### src/rtl/bpc_pkg.sv
package bpc_pkg;
  typedef enum logic [2:0] {
    OP_STEP    = 3'd0,
    OP_PRELOAD = 3'd1,
    OP_BR      = 3'd2,
    OP_TBR     = 3'd3,
    OP_BRL     = 3'd4,
    OP_CALL    = 3'd5,
    OP_RET     = 3'd6,
    OP_IDLE    = 3'd7
  } op_t;
endpackage

### src/rtl/bpc_next.sv
module bpc_next #(
  parameter int AW = 6,
  parameter int PW = 5,
  localparam int PCW = 1 + PW + AW
) (
  input  logic [2:0]     op,
  input  logic [PCW-1:0] cur_pc,
  input  logic [PW:0]    pre_page,
  input  logic [AW-1:0]  addr_operand,
  input  logic           p2,
  input  logic           flag_in,
  input  logic           bank_sel,
  input  logic [PCW-1:0] stack_top,
  output logic [PCW-1:0] nxt_pc,
  output logic [PCW-1:0] ret_pc,
  output logic           push,
  output logic           pop
);
  import bpc_pkg::*;

  function automatic logic [PCW-1:0] step_of(input logic [PCW-1:0] pc);
    return {pc[PCW-1:AW], pc[AW-1:0] + AW'(1)};
  endfunction

  function automatic logic [PCW-1:0] jump_of(input logic bank, input logic [PW-1:0] pg,
                                             input logic [AW-1:0] wd);
    return {bank, pg, wd};
  endfunction

  logic cur_bank;
  assign cur_bank = cur_pc[PCW-1];
  assign ret_pc   = step_of(cur_pc);

  always_comb begin
    nxt_pc = step_of(cur_pc);
    push   = 1'b0;
    pop    = 1'b0;
    unique case (op_t'(op))
      OP_BR:   if (flag_in) nxt_pc = jump_of(cur_bank | pre_page[PW], pre_page[PW-1:0], addr_operand);
      OP_TBR:  nxt_pc = jump_of(cur_bank | p2, pre_page[PW-1:0], addr_operand);
      OP_BRL:  nxt_pc = jump_of(~bank_sel, pre_page[PW-1:0], addr_operand);
      OP_CALL: begin
        nxt_pc = jump_of(1'b0, '0, addr_operand);
        push   = 1'b1;
      end
      OP_RET: begin
        nxt_pc = stack_top;
        pop    = 1'b1;
      end
      default: nxt_pc = step_of(cur_pc);
    endcase
  end
endmodule

### src/rtl/bpc_stack.sv
module bpc_stack #(
  parameter int DEPTH = 4,
  parameter int W = 12,
  localparam int CW = $clog2(DEPTH + 1)
) (
  input  logic         clk,
  input  logic         rst,
  input  logic         push,
  input  logic         pop,
  input  logic [W-1:0] push_data,
  output logic [W-1:0] top,
  output logic         full,
  output logic         ovf
);
  logic [W-1:0]  ent [DEPTH];
  logic [CW-1:0] depth;

  assign top  = ent[0];
  assign full = (depth == CW'(DEPTH));

  for (genvar i = 0; i < DEPTH; i++) begin : g_lvl
    always_ff @(posedge clk) begin
      if (rst) ent[i] <= '0;
      else if (push) ent[i] <= (i == 0) ? push_data : ent[(i == 0) ? 0 : i - 1];
      else if (pop && i < DEPTH - 1) ent[i] <= ent[(i < DEPTH - 1) ? i + 1 : i];
    end
  end

  always_ff @(posedge clk) begin
    if (rst) begin
      depth <= '0;
      ovf   <= 1'b0;
    end else if (push) begin
      if (full) ovf <= 1'b1;
      else depth <= depth + CW'(1);
    end else if (pop && depth != '0) begin
      depth <= depth - CW'(1);
    end
  end
endmodule

### src/rtl/bpc_sequencer.sv
module bpc_sequencer #(
  parameter int ADDR_W = 6,
  parameter int PAGE_W = 5,
  parameter int STACK_DEPTH = 4,
  localparam int PCW = 1 + PAGE_W + ADDR_W
) (
  input  logic              clk,
  input  logic              rst,
  input  logic [2:0]        op,
  input  logic [ADDR_W-1:0] addr_operand,
  input  logic [PAGE_W:0]   pg_operand,
  input  logic              p2,
  input  logic              flag_in,
  input  logic              bank_sel,
  output logic [PCW-1:0]    rom_addr,
  output logic              stack_ovf
);
  import bpc_pkg::*;

  logic [PCW-1:0]  pc_q, pc_d, ret_pc, stack_top;
  logic [PAGE_W:0] pre_q;
  logic            do_push, do_pop, stack_full;

  bpc_next #(.AW(ADDR_W), .PW(PAGE_W)) u_next (
    .op(op), .cur_pc(pc_q), .pre_page(pre_q), .addr_operand(addr_operand),
    .p2(p2), .flag_in(flag_in), .bank_sel(bank_sel), .stack_top(stack_top),
    .nxt_pc(pc_d), .ret_pc(ret_pc), .push(do_push), .pop(do_pop)
  );

  bpc_stack #(.DEPTH(STACK_DEPTH), .W(PCW)) u_stack (
    .clk(clk), .rst(rst), .push(do_push), .pop(do_pop), .push_data(ret_pc),
    .top(stack_top), .full(stack_full), .ovf(stack_ovf)
  );

  always_ff @(posedge clk) begin
    if (rst) begin
      pc_q  <= '0;
      pre_q <= '0;
    end else begin
      pc_q <= pc_d;
      if (op_t'(op) == OP_PRELOAD) pre_q <= pg_operand;
    end
  end

  assign rom_addr = pc_q;
endmodule

### config.mk
export PLATFORM = sky130hd
export DESIGN_NAME = bpc_sequencer
export DESIGN_NICKNAME = d
export VERILOG_FILES = /design/src/rtl/bpc_pkg.sv /design/src/rtl/bpc_next.sv /design/src/rtl/bpc_stack.sv /design/src/rtl/bpc_sequencer.sv
export SDC_FILE = /design/constraint.sdc
export NUM_CORES = 1
export LEC_CHECK = 0
export ABC_AREA = 1
export BUFFER_PORTS_ARGS = -buffer_cell sky130_fd_sc_hd__clkbuf_2
export CAP_MARGIN = 20
export CORE_MARGIN = 5
export CORE_UTILIZATION = 60
export CTS_CLUSTER_DIAMETER = 40
export CTS_CLUSTER_SIZE = 12
export DETAILED_ROUTE_END_ITERATION = 8
export GPL_TIMING_DRIVEN = 0
export PLACE_DENSITY = 0.77
export SLEW_MARGIN = 20
export SYNTH_ARGS = -nofsm -noshare
export SYNTH_HDL_FRONTEND = slang
export SYNTH_SLANG_ARGS = --single-unit
export TNS_END_PERCENT = 1
### constraint.sdc
create_clock -name clk -period 4.15 [get_ports clk]
set_input_delay 0.83 -clock clk [delete_from_list [all_inputs] [get_ports clk]]
set_output_delay 0.83 -clock clk [all_outputs]
set_load 0.03 [all_outputs]
Yosys cells after proc, flatten, opt, wreduce, memory -nomap -nowiden
Memories as Yosys holds them, arrays and structs flattened.
Index checks and enable logic that the tools add are counted.

storage, ports and cells
  flip-flop bits (word level) = 22
  RAM bits = 48
  input bits = 20
  output and inout port bits = 13
  word-level logic and storage cells = 58
  memories kept = 1

cells by class
  add/sub/neg operators = 3
  equality and inequality tests = 9
  multiplexer cells = 23
  bitwise logic cells = 10
  reductions and logical operators = 7

memories
  memory       depth  bits a word  read ports  clocked after Yosys merged registers in  wr ports  RTL line         text
  u_stack.ent  4      12           4           0                                        4         bpc_stack.sv:15  logic [W-1:0] ent [DEPTH];

operator list
  cell                                                  count
  2-to-1 mux 12 bit                                     8
  case mux 12 bit (5 select lines)                      1
  equality test 3 bit (second input constant)           4
  2-to-1 mux 1 bit                                      11
  2-to-1 mux 3 bit                                      3
  OR 1 bit                                              9
  adder 6 x 1 -> 6 bit (second input constant)          1
  equality test 3 x 2 -> 1 bit (second input constant)  2
  AND reduction 2 bit                                   3
  nonzero test 5 bit                                    1
  != test 2 bit (second input constant)                 2
  adder 3 x 1 -> 3 bit (second input constant)          1
  equality test 3 x 1 -> 1 bit (second input constant)  1
  nonzero test 3 bit                                    1
  subtractor 3 x 1 -> 3 bit (second input constant)     1
  nonzero test 2 bit                                    1
  logical AND 1 bit                                     1
  NOT 1 bit                                             1

Longest topological paths before layout
Gate-level depths: netlist of run 1.

  depth after elaboration = 7
  gate-level depth with buffers = 10
  gate-level depth less buffers = 9

Hierarchy
Synthesis of run 1 repeated with hierarchy kept, for this count alone.

unflattened totals
  cell total of the unflattened synthesis = 370
  area total of the unflattened synthesis = 3464.6 µm²

modules (own cells, without submodules)
  module         instances  cells each  area each (µm²)  seq. area each (µm²)
  bpc_stack      1          197         2388.5           1521.5
  bpc_sequencer  1          78          630.6            360.3
  bpc_next       1          95          445.4            0.0

Worst setup path before layout of run 1
No wires, ideal clock.

  kind = in2reg
  from = input port op[0]
  to = memory u_stack.ent[0][0] (enable)
  setup time = 0.489 ns
  data arrival time = 1.732 ns
  data required time = 3.661 ns
  setup slack = 1.929 ns
  cell stages on the path = 3
  buffers on the path = 1
  path through = buf_4 -> nand3_4 -> nand3_1

RTL lines
  item                RTL line            text
  start: declaration  bpc_sequencer.sv:9  input logic [2:0] op,
  end: declaration    bpc_stack.sv:15

Worst setup path after layout of run 1
  from = input port op[1]
  to = register u_stack.depth[2]

on the way
  cells in the longest elaborated chain, start to end = 5
  elaborated cells on any way between the ends = 9
  classes of those cells = 3 x eq/ne; 3 x mux; 3 x reduce/logical

ends and longest elaborated chain
  item                           RTL line         text
  equality test 3 bit            bpc_next.sv:38   unique case (op_t'(op))
  2-to-1 mux 1 bit               bpc_next.sv:38
  logical AND 1 bit              bpc_stack.sv:36  end else if (pop && depth != '0) begin
  nonzero test 2 bit (no line)   --
  AND reduction 2 bit (no line)  --
  end signal: assignment         bpc_stack.sv:35  else depth <= depth + CW'(1);
  end signal: assignment         bpc_stack.sv:37  depth <= depth - CW'(1);
  end: declaration               bpc_stack.sv:16  logic [CW-1:0] depth;

Several ways; a longest one is shown, not always the timed one.
A chain may end at the register's enable or synchronous reset.

==> results of run 1 <==
[cells in the final DEF (no fill, tap or decap), types with 2 or more instances in the layout]
master and count:
a22o_1 6, nor2_2 4, nand2_1 84, clkbuf_2 31
o21ai_1 3, clkbuf_1 4, dfxtp_1 22, nand3_2 2
buf_4 5, a21oi_1 25, o21ai_0 33, nor2_4 2
nand3_4 2, xnor2_1 2, inv_1 47, nand3_1 26
buf_2 8, nand4_1 15, nand2_2 4, inv_2 4
bufinv_16 2, nor2_1 64, clkbuf_8 9, edfxtp_1 48
[stage by stage]
step	utilization	hold slack (ps)	cell area (um2)	power (uW)	worst slack [ps]
after floorplan	-	429	3540	973	1930
after global placement	0.651	446	3790	1030	1410
after detailed placement	0.651	452	3790	1040	1320
after CTS	0.688	462	4000	1630	1680
after global routing	0.688	480	4000	1700	1990
final	0.688	461	4000	1620	2080
[sequential cells by signal, summed over array words and instances (netlist names)]
signal         flops
pre_q              6
rom_addr          12
u_stack.depth      3
u_stack.ent       48
u_stack.ovf        1
[final cells by class]
type / instances / area [um2]
clock buffer: 10 / 128
tap: 75 / 93.8
sequential: 70 / 1880
inverter: 52 / 198
buffer: 17 / 100
clock inverter: 6 / 85.1
multi-input combinational: 279 / 1360
timing repair buffer: 31 / 155
fill: 467 / 1810
[routing by layer]
layer,track usage,vias up,share of wire
met4,0.0652,0,0.0074
met3,0.0637,8,0.057
li1,-,1463,-
met2,0.362,74,0.48
met5,0,-,0
met1,0.299,1316,0.45
[worst min-delay path, cell delays in order (launching register included)]
cell     delay [ps]
dfxtp_1         300
inv_1            60
a21oi_1          60
[report_power, final]
group          internal (uW)  switching (uW)  total (uW)
Clock                    338             257         595
Combinational           60.8             137         198
Sequential               797            29.9         826
Total                   1200             424        1620
[logic make-up (layout without fill, tap and decap cells)]
group,Yosys count,in the layout,share of synthesized area
simple gates,207,207,0.266
flops,70,70,0.532
buf+inv,69,116,0.0842
compound gates,68,68,0.103
fa+ha+maj,2,2,0.00920
xor+xnor,2,2,0.00495
[worst max path at each step]
stage	from	to	slack, ps	depth (start not counted)
finish	op[1]	u_stack.depth[2]$_SDFFE_PP0P_	2080	10
global route	op[1]	u_stack.depth[2]$_SDFFE_PP0P_	1990	10
CTS	rst	u_stack.ent[1][9]$_DFFE_PP_	1680	4
detailed placement	rst	u_stack.ent[1][9]$_DFFE_PP_	1320	4
global placement	rst	u_stack.ent[1][10]$_DFFE_PP_	1410	4
floorplan	op[0]	u_stack.ent[0][0]$_DFFE_PP_	1930	3
==> summary.md, run 1 <==
| Metric | Value |
|---|---|
| Hold path cells | `2` |
| Worst R2R End | `u_stack.ent[0][2]$_DFFE_PP_` |
| Area delta synth->final | `13.2%` |
| Cell Area, Synth | `between 0.003 and 0.004 mm2` |
| Initial Utilization | `0.608` |
| Max-cap violations | `0` |
| CP delay by family, top | `buffers and inverters` |
| Top cells by count, synth | `nand2_1 (84), nor2_1 (64), edfxtp_1 (48)` |
| # setup viols final | `0` |
| Worst-path fanout max | `10` |
| DP Wirelength | `between 5000 and 6000 um` |
| Antenna violations before repair | `0` |
| Top-area cell type share of the netlist area | `0.407` |
| Total grt overflow | `0` |
| CTS Buffer Depth | `2` |
| Placer congestion estimate | `0.881` |
| Outcome | `finished, final reports clean` |
| Die Area | `approximately 0.0075 mm2` |
| Hold WC Path Type | `reg2reg` |
| DRT iter0 DRCs | `roughly 180` |
| Hold_sp | `pre_q[5]$_SDFFE_PP0N_` |
| Share of layout cells above drive strength 1 | `0.172` |
| Pins over their slew limit | `0` |
| Clk slew on worst S/H paths | `~70 ps` |
| Seq/Total Area, Yosys | `0.532` |
| CTS buffer count | `9` |
| Ys async rst share | `0` |
| Period utilization | `0.500` |
| Count of input and output buffers | `31` |
| Unrepaired setup endpoints after global routing | `no` |
| Core Rows | `28` |
| Relative slew slack | `0.580` |
| Largest net degree at the start of global routing | `25` |
| Distinct cell type count after synthesis | `30` |
| Post-synth EDFFs | `48` |
| CTS tree | `done` |
| Fmax | `0.482 GHz` |
| CTS hold repair buffers | `0` |
| Final Hold Viols | `0` |
| Worst VDD drop | `around 0.27 mV` |
| Reg-to-Reg Start | `rom_addr[0]$_SDFF_PP0_` |
| First-pass DRT Iterations | `5` |
| Clk_lat worst skew | `340 ps` |
| CP max-delay cell | `fa_1` |
| Count leader, synth | `nand2_1` |
| GRT Util Overall | `0.225` |
| Synth Flop Type | `edfxtp_1` |
| DR vias/cell | `between 5 and 6` |
| WL/cell | `between 10 and 15 um` |
| Cell Count Post-Placement | `around 520` |
| Core Box Area | `approximately 0.0058 mm2` |
| Worst Setup Path Type | `in2reg` |
| Syn avg cell area | `around 8.5 um2` |
| Vias in the first global route | `2,811` |
| Hold path endpoint | `pre_q[5]$_SDFFE_PP0N_` |
| Depth of the CTS H-tree | `3` |
| DIE WIDTH | `86.8 um` |
| Total Nets Final | `482` |
| Clock Sinks | `70` |
| DRC viols | `0` |
| DIE HEIGHT | `between 80 and 90 um` |
| Root buffer cell | `clkbuf_8` |
| Synthesized Nets | `440` |
| Post-synth top area cell | `edfxtp_1` |
| Global-route wire length before repair | `~13,000 um` |
| Final Skew | `approximately 5.7 ps` |
| R2R setup slack | `~2600 ps` |
| DRT antenna net count | `0` |
| Pwr Density | `roughly 400 mW/mm2` |
| R2R depth | `4` |
| # IOs | `33` |
| Critical Path RT | `4390 ps` |
| Drt total wl | `roughly 7700 um` |
| Cell Count, Final, Fillers Out | `540` |
| Post-CTS Resized | `0` |
| Sum Neg Setup Slack | `0 ps` |
| Least-Margin Pin Slew | `between 600 and 700 ps` |
| Crit. End Element | `flip-flop` |
| Worst setup SP type | `input port` |
| Cell breakdown of the critical path | `clkbuf_2 -> buf_6 -> inv_4 -> nand3_4 -> inv_2 -> fa_1 -> xnor2_1 -> nand3_1 -> nand2_1 -> nor2_1` |
| # diodes | `0` |
| Post-CTS Setup Inserts | `0` |
| CP Data Arrival Time | `between 2000 and 2500 ps` |
| Min Clock Period, post-route | `2070 ps` |
| Static leakage | `around 0.0018 uW` |
| Critical path's largest stage delay | `450 ps` |
| Total number of vias | `about 2,900` |
| Post-synthesis register bit count | `70` |
| Ys Warns | `0` |
| WP buf/inv | `4` |
| Syn Inst Count | `~420` |
| Synth top area cells | `edfxtp_1 (41%), dfxtp_1 (12%), nand2_1 (8.9%), nor2_1 (6.8%), inv_1 (5.0%)` |
Power figures use the tool's default switching activity.
==> run 2: changes to the inputs <==
CORE_UTILIZATION = 59   (was 60)
PLACE_DENSITY = 0.76   (was 0.77)
clock period = 2.05 ns   (was 4.15 ns; I/O delays follow)
==> run 2 against run 1 <==
Compared with the run above:
- global-route usage down 0.12 points
- highest routed layer unchanged
- non-clock buffer count unchanged
- worst hold slack worse by 120 ps
- critical path type unchanged
- utilization down 1.1 points
- final cell count unchanged
- largest power group unchanged
- count of clock-buffer cells in the layout down 1
==> summary.md, run 2 (synthesis gave the netlist of run 1 again) <==
| Metric | Value |
|---|---|
| Antenna violations before repair | `0 (unchanged)` |
| Post-CTS Setup Inserts | `0 (unchanged)` |
| Relative slew slack | `0.593 (+0.0133)` |
| Core Rows | `28 (unchanged)` |
| Reg-to-Reg Start | `rom_addr[0]$_SDFF_PP0_` |
| Final Hold Viols | `0 (unchanged)` |
| Min Clock Period, post-route | `around 1600 ps` |
| Hold_sp | `pg_operand[0]` |
| Placed instance area | `0.00379 mm2 (unchanged)` |
| CTS hold repair buffers | `0 (unchanged)` |
| Most frequent cells in the layout | `nand2_1 (84), nor2_1 (64), edfxtp_1 (48)` |
| GRT Util Overall | `0.224 (-0.00125)` |
| Root buffer cell | `clkbuf_8` |
| Fmax | `approximately 0.63 GHz` |
| Area delta synth->final | `12.7%` |
| R2R setup slack | `500 ps (-2100 ps)` |
| CTS Buffer Depth | `2 (unchanged)` |
| Worst VDD drop | `0.637 mV (+130%)` |
| # IOs | `33 (unchanged)` |
| Cell Count, Final, Fillers Out | `540 (unchanged)` |
| Total grt overflow | `0 (unchanged)` |
| Worst Hold Slack | `341 ps (-120 ps)` |
| Sum Neg Setup Slack | `0 ps (unchanged)` |
| DRC viols | `0 (unchanged)` |
| CTS buffer count | `9 (unchanged)` |
| Pwr Density | `801 mW/mm2 (+98%)` |
| DIE WIDTH | `87.4 um (+0.75%)` |
| # diodes | `0 (unchanged)` |
| Depth of the CTS H-tree | `3 (unchanged)` |
| Hold path endpoint | `pre_q[0]$_SDFFE_PP0N_` |
| PnR worst setup slack | `453 ps (-1620 ps)` |
| First-pass DRT Iterations | `5 (unchanged)` |
| DR vias/cell | `5.43 (+2.4%)` |
| Initial Utilization | `0.601 (-0.00724)` |
| Largest net degree at the start of global routing | `25 (unchanged)` |
| Cell Count Post-Placement | `524 (unchanged)` |
| Share of layout cells above drive strength 1 | `0.176 (+0.00430)` |
| # setup viols final | `0 (unchanged)` |
| Critical Path RT | `2300 ps (-2090 ps)` |
| Clock Sinks | `70 (unchanged)` |
| DIE HEIGHT | `87.4 um (+0.75%)` |
| WL/cell | `14.4 um (+0.65%)` |
| Clk slew on worst S/H paths | `80 ps (about the same)` |
| Pins over their slew limit | `0 (unchanged)` |
| Least-Margin Pin Slew | `610 ps (-18.9 ps)` |
| Static leakage | `0.00175 uW (-0.50%)` |
| Unrepaired setup endpoints after global routing | `no` |
| Drt total wl | `7760 um (+0.65%)` |
| Post-CTS Resized | `0 (unchanged)` |
| DP Wirelength | `5700 um (-0.94%)` |
| Global-route wire length before repair | `13,000 um (-0.32%)` |
| Vias in the first global route | `2,745 (-2.3%)` |
| Total Nets Final | `482 (unchanged)` |
| Largest Register | `u_stack.ent` |
| Hold WC Path Type | `in2reg` |
| Worst Setup Path Type | `in2reg` |
| Largest register FFs | `48 (unchanged)` |
| Final instance area | `0.00399 mm2 (-0.41%)` |
| Period utilization | `0.779` |
| Core Box Area | `0.00589 mm2 (+1.2%)` |
| Total number of vias | `2,930 (+2.4%)` |
| CP Data Arrival Time | `1840 ps (-470 ps)` |
| Final Skew | `7.90 ps (+2.25 ps)` |
| Max-cap violations | `0 (unchanged)` |
| Count of input and output buffers | `31 (unchanged)` |
| Clk_lat worst skew | `350 ps (about the same)` |
| Worst-path fanout max | `10 (unchanged)` |
| Worst R2R End | `u_stack.ent[0][2]$_DFFE_PP_` |
| Worst setup SP type | `input port` |
| Crit. End Element | `flip-flop` |
| CTS tree | `done` |
| DP Worst Slack | `-341 ps (-1660 ps)` |
| Hold path cells | `3 (+1)` |
| R2R depth | `4 (unchanged)` |
| Die Area | `0.00764 mm2 (+1.5%)` |
| Commonest non-fill, non-tap cell in the layout | `nand2_1` |
| DRT iter0 DRCs | `232 (+30%)` |
| Outcome | `finished, final reports clean` |
| Placer congestion estimate | `0.894 (+1.5%)` |
| DRT antenna net count | `0 (unchanged)` |
run 2: cell count changes in the layout (fill, tap and decap cells not counted):
cell | previous run | this run
bufinv_16 | 2 | 1
clkbuf_1 | 4 | 3
clkinv_1 | 1 | 0
clkinv_2 | 1 | 2
clkinv_4 | 0 | 1
clkinvlp_4 | 1 | 2
run 2: worst max-delay path, stage by stage:
cell and delay (ps):
clkbuf_2 120, buf_6 170, inv_4 70, nand3_4 140, inv_2 90, fa_1 430
xnor2_1 200, nand3_1 100, nand2_1 60, nor2_1 30
run 2: report_power, final:
part / total [uW] / switching (uW) / internal, uW
logic: 396 / 273 / 122
clock network: 1120 / 559 / 563
registers: 1670 / 61.5 / 1610
total: 3190 / 894 / 2300
run 2: through the flow:
stage               utilization  total power (uW)
floorplan                     -              1970
global placement          0.643              2080
detailed placement        0.643              2100
CTS                       0.677              3210
global route              0.678              3340
finish                    0.678              3190
run 2: worst max-delay path by stage:
stage	to	from	slack [ps]	cells past startpoint
floorplan	u_stack.ent[0][0]$_DFFE_PP_	op[0]	250	3
global placement	u_stack.ent[1][10]$_DFFE_PP_	rst	-290	4
detailed placement	u_stack.ent[1][10]$_DFFE_PP_	rst	-340	4
CTS	u_stack.ent[0][3]$_DFFE_PP_	rst	40	4
global route	u_stack.depth[2]$_SDFFE_PP0P_	op[1]	320	10
finish	u_stack.depth[2]$_SDFFE_PP0P_	op[1]	450	10
run 2: layout make-up:
cell class	count	area (um2)
fill	519	1900
sequential	70	1880
multi-input combinational	279	1360
inverter	52	198
timing repair buffer	31	155
clock buffer	9	124
buffer	17	100
tap	75	93.8
clock inverter	7	72.6
run 2: layer usage:
layer	vias to the layer above	track usage	wire length, um
met5	-	0	0
met3	16	0.0511	436
li1	1471	-	-
met4	0	0.0837	147
met2	86	0.350	3570
met1	1357	0.305	3610
==> run 3: changes to the inputs <==
clock period = 1.6 ns   (was 2.05 ns; I/O delays follow)
==> run 3 against run 2 <==
Compared with the run above:
- final cell count did not move
- worst hold slack got worse by 91 ps
- clock skew fell by 2.3 ps
- critical endpoint unchanged
- count of clock-buffer cells in the layout did not move
- power rose by 26%
==> summary.md, run 3 (synthesis gave the netlist of run 1 again) <==
| Metric | Value |
|---|---|
| Placer congestion estimate | `0.863 (-3.6%)` |
| WL/cell | `14.4 um (about the same)` |
| Commonest non-fill, non-tap cell in the layout | `nand2_1` |
| CTS Buffer Depth | `2 (unchanged)` |
| Period utilization | `0.958` |
| Area delta synth->final | `12.5%` |
| Hold path endpoint | `pre_q[1]$_SDFFE_PP0N_` |
| CTS tree | `done` |
| GRT Util Overall | `0.223 (-0.00138)` |
| DIE HEIGHT | `87.4 um (unchanged)` |
| DIE WIDTH | `87.4 um (unchanged)` |
| Hold_sp | `pg_operand[1]` |
| Vias in the first global route | `2,687 (-2.1%)` |
| Total grt overflow | `0 (unchanged)` |
| First-pass DRT Iterations | `4 (-1)` |
| Cell Count, Final, Fillers Out | `540 (unchanged)` |
| Final Hold Viols | `0 (unchanged)` |
| Core Rows | `28 (unchanged)` |
| Critical Path RT | `1840 ps (-460 ps)` |
| Clk slew on worst S/H paths | `80 ps (about the same)` |
| R2R depth | `4 (unchanged)` |
| Antenna violations before repair | `0 (unchanged)` |
| Drt total wl | `7760 um (about the same)` |
| Most frequent cells in the layout | `nand2_1 (84), nor2_1 (64), edfxtp_1 (48)` |
| Hold path cells | `3 (unchanged)` |
| Initial Utilization | `0.601 (unchanged)` |
| Die Area | `0.00764 mm2 (unchanged)` |
| Fmax | `around 0.65 GHz` |
| Crit. End Element | `flip-flop` |
| DRT antenna net count | `0 (unchanged)` |
| Worst-path fanout max | `10 (unchanged)` |
| Core Box Area | `0.00589 mm2 (unchanged)` |
| Pins over their slew limit | `0 (unchanged)` |
| Worst Setup Path Type | `in2reg` |
| Max-cap violations | `0 (unchanged)` |
| Count of input and output buffers | `31 (unchanged)` |
| # setup viols final | `0 (unchanged)` |
| Global-route wire length before repair | `12,900 um (-0.64%)` |
| CTS buffer count | `9 (unchanged)` |
| Largest Register | `u_stack.ent` |
| Total number of vias | `2,860 (-2.4%)` |
| DRC viols | `0 (unchanged)` |
| Cell Count Post-Placement | `524 (unchanged)` |
| Pwr Density | `1010 mW/mm2 (+27%)` |
| DP Wirelength | `5750 um (+0.80%)` |
| R2R setup slack | `70 ps (-430 ps)` |
| Final core occ | `0.676 (-0.00128)` |
| Clk_lat worst skew | `350 ps (about the same)` |
| CTS hold repair buffers | `0 (unchanged)` |
| DRT iter0 DRCs | `191 (-18%)` |
| Share of layout cells above drive strength 1 | `0.174 (-0.00215)` |
| Reg-to-Reg Start | `rom_addr[0]$_SDFF_PP0_` |
| # IOs | `33 (unchanged)` |
| Min Clock Period, post-route | `about 1500 ps` |
| DR vias/cell | `5.30 (-2.4%)` |
| Relative slew slack | `0.574 (-0.0193)` |
| Depth of the CTS H-tree | `3 (unchanged)` |
| Clock Sinks | `70 (unchanged)` |
| Worst VDD drop | `0.560 mV (-12%)` |
| Hold WC Path Type | `in2reg` |
| Largest net degree at the start of global routing | `25 (unchanged)` |
| Final Skew | `5.56 ps (-2.35 ps)` |
| Total Nets Final | `482 (unchanged)` |
| # diodes | `0 (unchanged)` |
| Outcome | `finished, final reports clean` |
| Largest register FFs | `48 (unchanged)` |
| Root buffer cell | `clkbuf_8` |
| Least-Margin Pin Slew | `638 ps (+27.8 ps)` |
| Static leakage | `0.00175 uW (about the same)` |
| Unrepaired setup endpoints after global routing | `yes` |
| CP Data Arrival Time | `1770 ps (-70 ps)` |
| Worst R2R End | `u_stack.ent[0][2]$_DFFE_PP_` |
| Worst setup SP type | `input port` |
==> run 3: changes by cell type in the layout (fill, tap and decap cells not counted) <==
cell        change
clkinvlp_4      -1
dfxtp_2         +1
clkinv_1        +2
clkinv_4        -1
dfxtp_1         -1
==> run 3: final cells by class <==
cell class | count | area, um2
sequential | 70 | 1880
clock buffer | 9 | 124
timing repair buffer | 31 | 155
clock inverter | 7 | 63.8
inverter | 52 | 198
tap | 75 | 93.8
multi-input combinational | 279 | 1360
buffer | 17 | 100
fill | 498 | 1910
==> run 3: worst max-delay path: stages <==
cell and delay, ps:
clkbuf_2 120, buf_6 170, inv_4 70, nand3_4 140
inv_2 90, fa_1 430, xnor2_1 210, nand3_1 100
nand2_1 60, nor2_1 40
==> run 3: how the worst max path moves through the flow <==
stage                            from                       endpoint
4_1_cts        rom_addr[0]$_SDFF_PP0_    u_stack.ent[0][2]$_DFFE_PP_
3_3_place_gp                    op[1]  u_stack.depth[2]$_SDFFE_PP0P_
2_1_floorplan                   op[0]  u_stack.depth[2]$_SDFFE_PP0P_
5_1_grt                         op[1]  u_stack.depth[2]$_SDFFE_PP0P_
3_5_place_dp                      rst    u_stack.ent[1][7]$_DFFE_PP_
6_report                        op[1]  u_stack.depth[2]$_SDFFE_PP0P_
==> run 3: repair_timing <==
item                                    4_1_cts  5_1_grt
gates resized for setup                       0        1
endpoints found under the setup margin        0       21
buffers inserted                              0        0
==> run 3: per-layer routing <==
layer | part of all wire | global-route usage
met1 | 0.46 | 0.299
met2 | 0.47 | 0.349
met3 | 0.055 | 0.0501
met4 | 0.016 | 0.0907
met5 | 0 | 0
==> run 3: per-stage QoR <==
stage | setup slack [ps] | hold WS, ps | cell area [um2] | total power, uW | setup TNS, ps
final | 67.4 | 250 | 3980 | 4030 | 0
after global routing | -16.1 | 268 | 3980 | 4240 | -68.1
after global placement | -271 | 448 | 3790 | 2670 | -10340
after CTS | 18.2 | 245 | 3980 | 4050 | 0
after floorplan | -13.1 | 389 | 3540 | 2520 | -13.1
after detailed placement | -289 | 452 | 3790 | 2690 | -12360
==> run 3: report_power, final <==
part / total [uW] / leakage [uW] / switching, uW / internal, uW
Clock: 1380 / 0.0000945 / 670 / 709
Combinational: 509 / 0.000961 / 352 / 158
Sequential: 2140 / 0.000690 / 77.6 / 2070
